File: config.mk
export PLATFORM = sky130hd
export DESIGN_NAME = shiftsub_divider
export DESIGN_NICKNAME = d
export VERILOG_FILES = /design/src/rtl/div_pkg.sv /design/src/rtl/div_magnitude.sv /design/src/rtl/div_ctrl.sv /design/src/rtl/div_core.sv /design/src/rtl/div_result.sv /design/src/rtl/shiftsub_divider.sv
export SDC_FILE = /design/constraint.sdc
export NUM_CORES = 1
export LEC_CHECK = 0
export BUFFER_PORTS_ARGS = -buffer_cell sky130_fd_sc_hd__buf_4
export CAP_MARGIN = 10
export CORE_MARGIN = 5
export CORE_UTILIZATION = 45
export DETAILED_ROUTE_END_ITERATION = 12
export SKIP_CTS_REPAIR_TIMING = 1
export SLEW_MARGIN = 20
export SYNTH_ARGS = -nofsm -noshare
export SYNTH_HDL_FRONTEND = slang
export SYNTH_SLANG_ARGS = --single-unit
File: constraint.sdc
create_clock -name clk -period 4.2 [get_ports clk]
set_input_delay 0.21 -clock clk [delete_from_list [all_inputs] [get_ports clk]]
set_output_delay 0.21 -clock clk [all_outputs]
set_load 0.02 [all_outputs]
File: src/rtl/div_pkg.sv
package div_pkg;
  typedef enum logic [1:0] {
    ST_IDLE = 2'd0,
    ST_RUN  = 2'd1,
    ST_FIX  = 2'd2
  } div_state_t;
endpackage

File: src/rtl/div_magnitude.sv
module div_magnitude #(
  parameter int W = 8
) (
  input  logic [W-1:0] val,
  input  logic         signed_mode,
  output logic [W-1:0] mag,
  output logic         neg
);
  // A value is treated as negative only in signed mode with its top bit set.
  always_comb begin
    neg = signed_mode & val[W-1];
    mag = neg ? (~val + W'(1)) : val;
  end
endmodule

File: src/rtl/div_ctrl.sv
module div_ctrl
  import div_pkg::*;
#(
  parameter int W = 8
) (
  input  logic clk,
  input  logic rst,
  input  logic start,
  output logic load,
  output logic step,
  output logic finish,
  output logic busy
);
  localparam int CW = $clog2(W + 1);
  localparam logic [CW-1:0] LAST = CW'(W - 1);

  div_state_t    state_q;
  logic [CW-1:0] cnt_q;

  assign load   = (state_q == ST_IDLE) && start;
  assign step   = (state_q == ST_RUN);
  assign finish = (state_q == ST_FIX);
  assign busy   = (state_q != ST_IDLE);

  always_ff @(posedge clk) begin
    if (rst) begin
      state_q <= ST_IDLE;
      cnt_q   <= '0;
    end else begin
      case (state_q)
        ST_IDLE: begin
          cnt_q <= '0;
          if (start) state_q <= ST_RUN;
        end
        ST_RUN: begin
          cnt_q <= cnt_q + CW'(1);
          if (cnt_q == LAST) state_q <= ST_FIX;
        end
        ST_FIX:  state_q <= ST_IDLE;
        default: state_q <= ST_IDLE;
      endcase
    end
  end

  // the step counter never passes the operand width.
  a_r3_count_range: assert property (@(posedge clk) disable iff (rst)
    step |-> (cnt_q <= LAST));
  // the last step is always followed by the single fix-up cycle.
  a_r3_fix_after_last: assert property (@(posedge clk) disable iff (rst)
    (step && cnt_q == LAST) |=> finish);
endmodule

File: src/rtl/div_core.sv
module div_core #(
  parameter int W = 8
) (
  input  logic         clk,
  input  logic         rst,
  input  logic         load,
  input  logic         step,
  input  logic [W-1:0] dvd_mag,
  input  logic [W-1:0] dvs_mag,
  output logic [W-1:0] quo_mag,
  output logic [W-1:0] rem_mag
);
  localparam int AW = 2 * W + 1;   // upper part W+1 bits, lower half W bits

  logic [AW-1:0] acc_q;
  logic [W-1:0]  dvs_q;
  logic [W:0]    upper, diff, rem_next;
  logic [W-1:0]  lower;
  logic          fits;

  assign upper    = acc_q[AW-1:W];
  assign lower    = acc_q[W-1:0];
  assign fits     = (upper >= {1'b0, dvs_q});
  assign diff     = upper - {1'b0, dvs_q};
  assign rem_next = fits ? diff : upper;

  always_ff @(posedge clk) begin
    if (rst) begin
      acc_q <= '0;
      dvs_q <= '0;
    end else if (load) begin
      // Place the dividend low and apply the initial left shift.
      acc_q <= {{W{1'b0}}, dvd_mag, 1'b0};
      dvs_q <= dvs_mag;
    end else if (step) begin
      acc_q <= {rem_next[W-1:0], lower, fits};
    end
  end

  // The loop shifts once too often: the remainder sits one bit up.
  assign quo_mag = lower;
  assign rem_mag = acc_q[AW-1:W+1];

  // the kept partial remainder always fits W bits.
  a_r5_step_fits: assert property (@(posedge clk) disable iff (rst)
    (step && dvs_q != '0) |-> !rem_next[W]);
  // after each step the partial remainder is below the divisor.
  a_r5_rem_below_divisor: assert property (@(posedge clk) disable iff (rst)
    (step && dvs_q != '0) |=> (acc_q[AW-1:W+1] < dvs_q));
endmodule

File: src/rtl/div_result.sv
module div_result #(
  parameter int W = 8
) (
  input  logic         clk,
  input  logic         rst,
  input  logic         finish,
  input  logic [W-1:0] quo_mag,
  input  logic [W-1:0] rem_mag,
  input  logic         neg_quo,
  input  logic         neg_rem,
  input  logic         zero_div,
  output logic [W-1:0] quotient,
  output logic [W-1:0] remainder,
  output logic         div_by_zero,
  output logic         done
);
  logic [W-1:0] quo_fix, rem_fix;

  assign quo_fix = neg_quo ? (~quo_mag + W'(1)) : quo_mag;
  assign rem_fix = neg_rem ? (~rem_mag + W'(1)) : rem_mag;

  always_ff @(posedge clk) begin
    if (rst) begin
      quotient    <= '0;
      remainder   <= '0;
      div_by_zero <= 1'b0;
      done        <= 1'b0;
    end else begin
      done <= finish;
      if (finish) begin
        quotient    <= quo_fix;
        remainder   <= rem_fix;
        div_by_zero <= zero_div;
      end
    end
  end

  // result registers move only on the edge that raises done.
  a_r11_hold: assert property (@(posedge clk) disable iff (rst)
    !done |-> ($stable(quotient) && $stable(remainder) && $stable(div_by_zero)));
  // done is a single-cycle pulse.
  a_r3_done_pulse: assert property (@(posedge clk) disable iff (rst)
    done |=> !done);
endmodule

File: src/rtl/shiftsub_divider.sv
module shiftsub_divider #(
  parameter int W = 8
) (
  input  logic         clk,
  input  logic         rst,
  input  logic         start,
  input  logic         is_signed,
  input  logic [W-1:0] dividend,
  input  logic [W-1:0] divisor,
  output logic         busy,
  output logic         done,
  output logic [W-1:0] quotient,
  output logic [W-1:0] remainder,
  output logic         div_by_zero
);
  logic         load, step, finish;
  logic [W-1:0] dvd_mag, dvs_mag, quo_mag, rem_mag;
  logic         dvd_neg, dvs_neg;
  logic         negq_q, negr_q, zero_q;
  logic [W-1:0] dvd_q, dvs_q;
  logic [W-1:0] recon;

  div_ctrl #(.W(W)) u_ctrl (
    .clk(clk), .rst(rst), .start(start),
    .load(load), .step(step), .finish(finish), .busy(busy)
  );

  div_magnitude #(.W(W)) u_mag_dvd (
    .val(dividend), .signed_mode(is_signed), .mag(dvd_mag), .neg(dvd_neg)
  );
  div_magnitude #(.W(W)) u_mag_dvs (
    .val(divisor), .signed_mode(is_signed), .mag(dvs_mag), .neg(dvs_neg)
  );

  div_core #(.W(W)) u_core (
    .clk(clk), .rst(rst), .load(load), .step(step),
    .dvd_mag(dvd_mag), .dvs_mag(dvs_mag),
    .quo_mag(quo_mag), .rem_mag(rem_mag)
  );

  // Sign and zero information captured at acceptance.
  always_ff @(posedge clk) begin
    if (rst) begin
      negq_q <= 1'b0;
      negr_q <= 1'b0;
      zero_q <= 1'b0;
      dvd_q  <= '0;
      dvs_q  <= '0;
    end else if (load) begin
      negq_q <= dvd_neg ^ dvs_neg;
      negr_q <= dvd_neg;
      zero_q <= (divisor == '0);
      dvd_q  <= dividend;
      dvs_q  <= divisor;
    end
  end

  div_result #(.W(W)) u_result (
    .clk(clk), .rst(rst), .finish(finish),
    .quo_mag(quo_mag), .rem_mag(rem_mag),
    .neg_quo(negq_q), .neg_rem(negr_q), .zero_div(zero_q),
    .quotient(quotient), .remainder(remainder),
    .div_by_zero(div_by_zero), .done(done)
  );

  assign recon = quotient * dvs_q + remainder;

  // an accepted start makes the unit busy on the next cycle.
  a_r2_accept: assert property (@(posedge clk) disable iff (rst)
    (start && !busy) |=> busy);
  // done and busy are never high together.
  a_r3_done_idle: assert property (@(posedge clk) disable iff (rst)
    done |-> !busy);
  // every non-zero-divisor result rebuilds the captured dividend.
  a_r7_identity: assert property (@(posedge clk) disable iff (rst)
    (done && !div_by_zero) |-> (recon == dvd_q));
  // the flag matches the divisor captured for this result.
  a_r9_flag: assert property (@(posedge clk) disable iff (rst)
    done |-> (div_by_zero == (dvs_q == '0)));
endmodule

==> metrics.md <==
| Metric | Value |
|---|---|
| Die area | `8190 sq um` |
| Vias | `2,539` |
| Leak | `1.35 nW` |
| Crit start category | `flop` |
| Tcrit/Tclk final | `57.6%` |
| #FFs+latches synth | `52` |
| Clock Latency Late Sink | `approximately 0.30 ns` |
| FP Rows | `29` |
| I/O pins | `39` |
| Min Tclk post-route | `2.42 ns` |
| Final Instance Area | `around 3300 sq um` |
| EDFF count, synth | `0` |
| Metal3 WL | `about 270 microns` |
| Wirelength per Cell | `14.3 microns` |
| N_diodes | `0` |
| Port Buffer Count | `38` |
| Core footprint | `6310 sq um` |
| CTS tree | `done` |
| Maximum VDD drop | `0.153 mV` |
| Slew @ Worst Pin | `around 0.92 ns` |
| Iter 0 DRT Violations | `117` |
| Arrival time at the worst endpoint | `2.63 ns` |
| Via density | `roughly 5.5` |
| Slew margin rel. | `38.2%` |
| Maxcap violations | `0` |
| Yosys cell types | `just under 50` |
| Ys async rst share | `0%` |
| Worst Skew | `0.00773 ns` |
| Dpl hpwl | `~4900 microns` |
| WL met2 | `3000 microns` |
| Mapped Cells | `354` |
| Pre-antenna DRT Iters | `5` |
| Worst-path maximum fanout | `13` |
| H-tree depth | `2` |
| Final Max Slew Viols | `0` |
| Area delta synth->final | `14.7%` |
| Die boundary width | `90.5 microns` |
| Largest net degree at the start of global routing | `48` |
| Total gr overflow | `0` |
| Cts bufs inserted | `5` |
| CP Capture Type | `flop` |
| Die Ht | `90.5 microns` |
| Final setup violation count | `0` |
| Final WL | `6570 microns` |
| Syn Area/Cell | `8.24 sq um` |
| Fill count | `630` |
| GR Util All Layers | `16.2%` |
| Starting Density | `46.2%` |
| Max Freq | `413 MHz` |
| Post-route ant nets | `0` |
| TNS Setup | `0 ns` |
| Hold Vio Cnt, Final | `0` |
| Post-placement cell area | `3230 sq um` |
| Syn nets | `388` |
| Global-route wire length before repair | `approximately 11,000 microns` |
| Vias in the first global route | `2,286` |
| YS warnings | `0` |
| Multi-input gate area | `1720 sq um` |
| Pwr per Cell Area | `354 nW/um^2` |
| DR top layer | `met4` |
| RSZ-0062 raised after global routing | `no` |
| Initial antenna violation count | `0` |
| M1 WL | `around 3300 microns` |
| Clock Tree Buf Depth | `2` |
| Post-synth top flop | `dfxtp_1` |
| Clock root buffer | `clkbuf_8` |
| Inst Count DP | `451` |
| Finished Layout Cells | `~460` |
| Outcome | `completed` |
| Nets | `415` |
| Clock Pin Slew Worst Setup and Hold Paths | `0.09 ns` |
| Routability cong. | `roughly 0.85` |
| Commonest non-fill, non-tap cells in the layout | `nor2_1, dfxtp_1, buf_4` |
| Register area | `1040 sq um` |
| Share of layout cells above drive strength 1 | `14.9%` |
| Min-Delay Path Class | `in2reg` |
| Setup CP Type | `reg2reg` |
| Sequential fraction of the synthesis area | `35.7%` |
| Residual DRC | `0` |
| Syn Std Cell Area | `around 2900 sq um` |
| Crit path required time | `4.41 ns` |
| CTS Sinks | `52` |
power by group:
group	internal [mW]	total (mW)	leakage [nW]	switching [mW]
Combinational	0.125	0.290	0.873	0.165
Sequential	0.515	0.546	0.423	0.0312
Clock	0.180	0.348	0.0558	0.168
state kept, by name (all words and copies together), names as in the netlist:
register,count
u_core.acc_q,17
u_core.dvs_q,8
u_result.quotient,8
u_result.remainder,8
u_ctrl.cnt_q,4
u_ctrl.state_q,2
negq_q,1
negr_q,1
u_result.div_by_zero,1
u_result.done,1
zero_q,1
synthesized netlist by cell type, drive strengths merged (2+ instances only):
master / number / area [sq um]
a2111oi: 2 / 30.0
a211oi: 17 / 128
a21o: 2 / 15.0
a21oi: 21 / 113
a222oi: 6 / 60.1
a22o: 2 / 17.5
a22oi: 3 / 22.5
a311oi: 3 / 26.3
a31oi: 4 / 25.0
a32oi: 4 / 35.0
buf: 6 / 31.3
clkbuf: 13 / 48.8
dfxtp: 52 / 1040
ha: 13 / 163
inv: 21 / 78.8
mux2: 2 / 22.5
mux2i: 7 / 70.1
nand2: 26 / 97.6
nand2b: 3 / 18.8
nand3: 14 / 70.1
nor2: 52 / 195
nor2b: 8 / 50.1
nor3: 9 / 45.0
o21a: 2 / 15.0
o21ai: 11 / 55.1
o21bai: 2 / 15.0
o31ai: 7 / 52.6
o41ai: 3 / 45.1
or2: 3 / 21.3
or3: 3 / 18.8
xnor2: 5 / 43.8
xor2: 17 / 149
metrics by stage:
stage | util (%) | worst slack [ns] | total power, mW | hold slack [ns]
after global routing | 53.0 | 1.63 | 1.25 | 0.158
after CTS | 52.9 | 1.80 | 1.19 | 0.161
after global placement | 51.1 | 1.92 | 0.842 | 0.447
after detailed placement | 51.1 | 1.84 | 0.845 | 0.455
final | 53.0 | 1.78 | 1.18 | 0.163
after floorplan | - | 2.40 | 0.781 | 0.346
cell families after synthesis:
group,synth area share [%]
AND/OR/NAND/NOR,19.0
AO/OA/AOI/OAI,23.9
flip-flops,35.7
buffers and inverters,5.45
XOR/XNOR,6.61
adder cells (fa/ha/maj),6.26
multiplexers,3.17
worst max-delay path, stage by stage (launching register included):
cell	delay, ns
dfxtp_1	0.55
ha_1	0.37
a21oi_1	0.17
o21ai_0	0.12
a21oi_2	0.57
mux2i_1	0.19
a2111oi_2	0.36
cell type report:
| cell class | count | area share (%) |
|---|---|---|
| multi-input cells | 262 | 51.6 |
| well taps | 77 | 2.88 |
| inverters | 21 | 2.36 |
| clock buffers | 6 | 2.17 |
| flip-flops and latches | 52 | 31.1 |
| repair buffers | 39 | 8.75 |
| clock inverters | 2 | 1.16 |
worst paths after layout:
| kind | from | slack (ns) | cells after the start | to |
|---|---|---|---|---|
| hold reg to reg | u_core.dvs_q[7] | 0.47 | 2 | u_core.dvs_q[7] |
| setup / recovery | u_core.acc_q[10] | 1.78 | 6 | u_core.acc_q[11] |
| setup reg to reg | u_core.acc_q[10] | 1.78 | 6 | u_core.acc_q[11] |
| hold / removal | divisor[0] | 0.16 | 3 | u_core.dvs_q[0] |
per-layer routing:
metal | track usage [%] | up-vias
met1 | 22.8 | 1156
met5 | 0 | -
met3 | 3.67 | 5
met4 | 3.72 | 0
li1 | - | 1327
met2 | 25.1 | 51
Note: power is estimated with default switching activity, not from simulation.
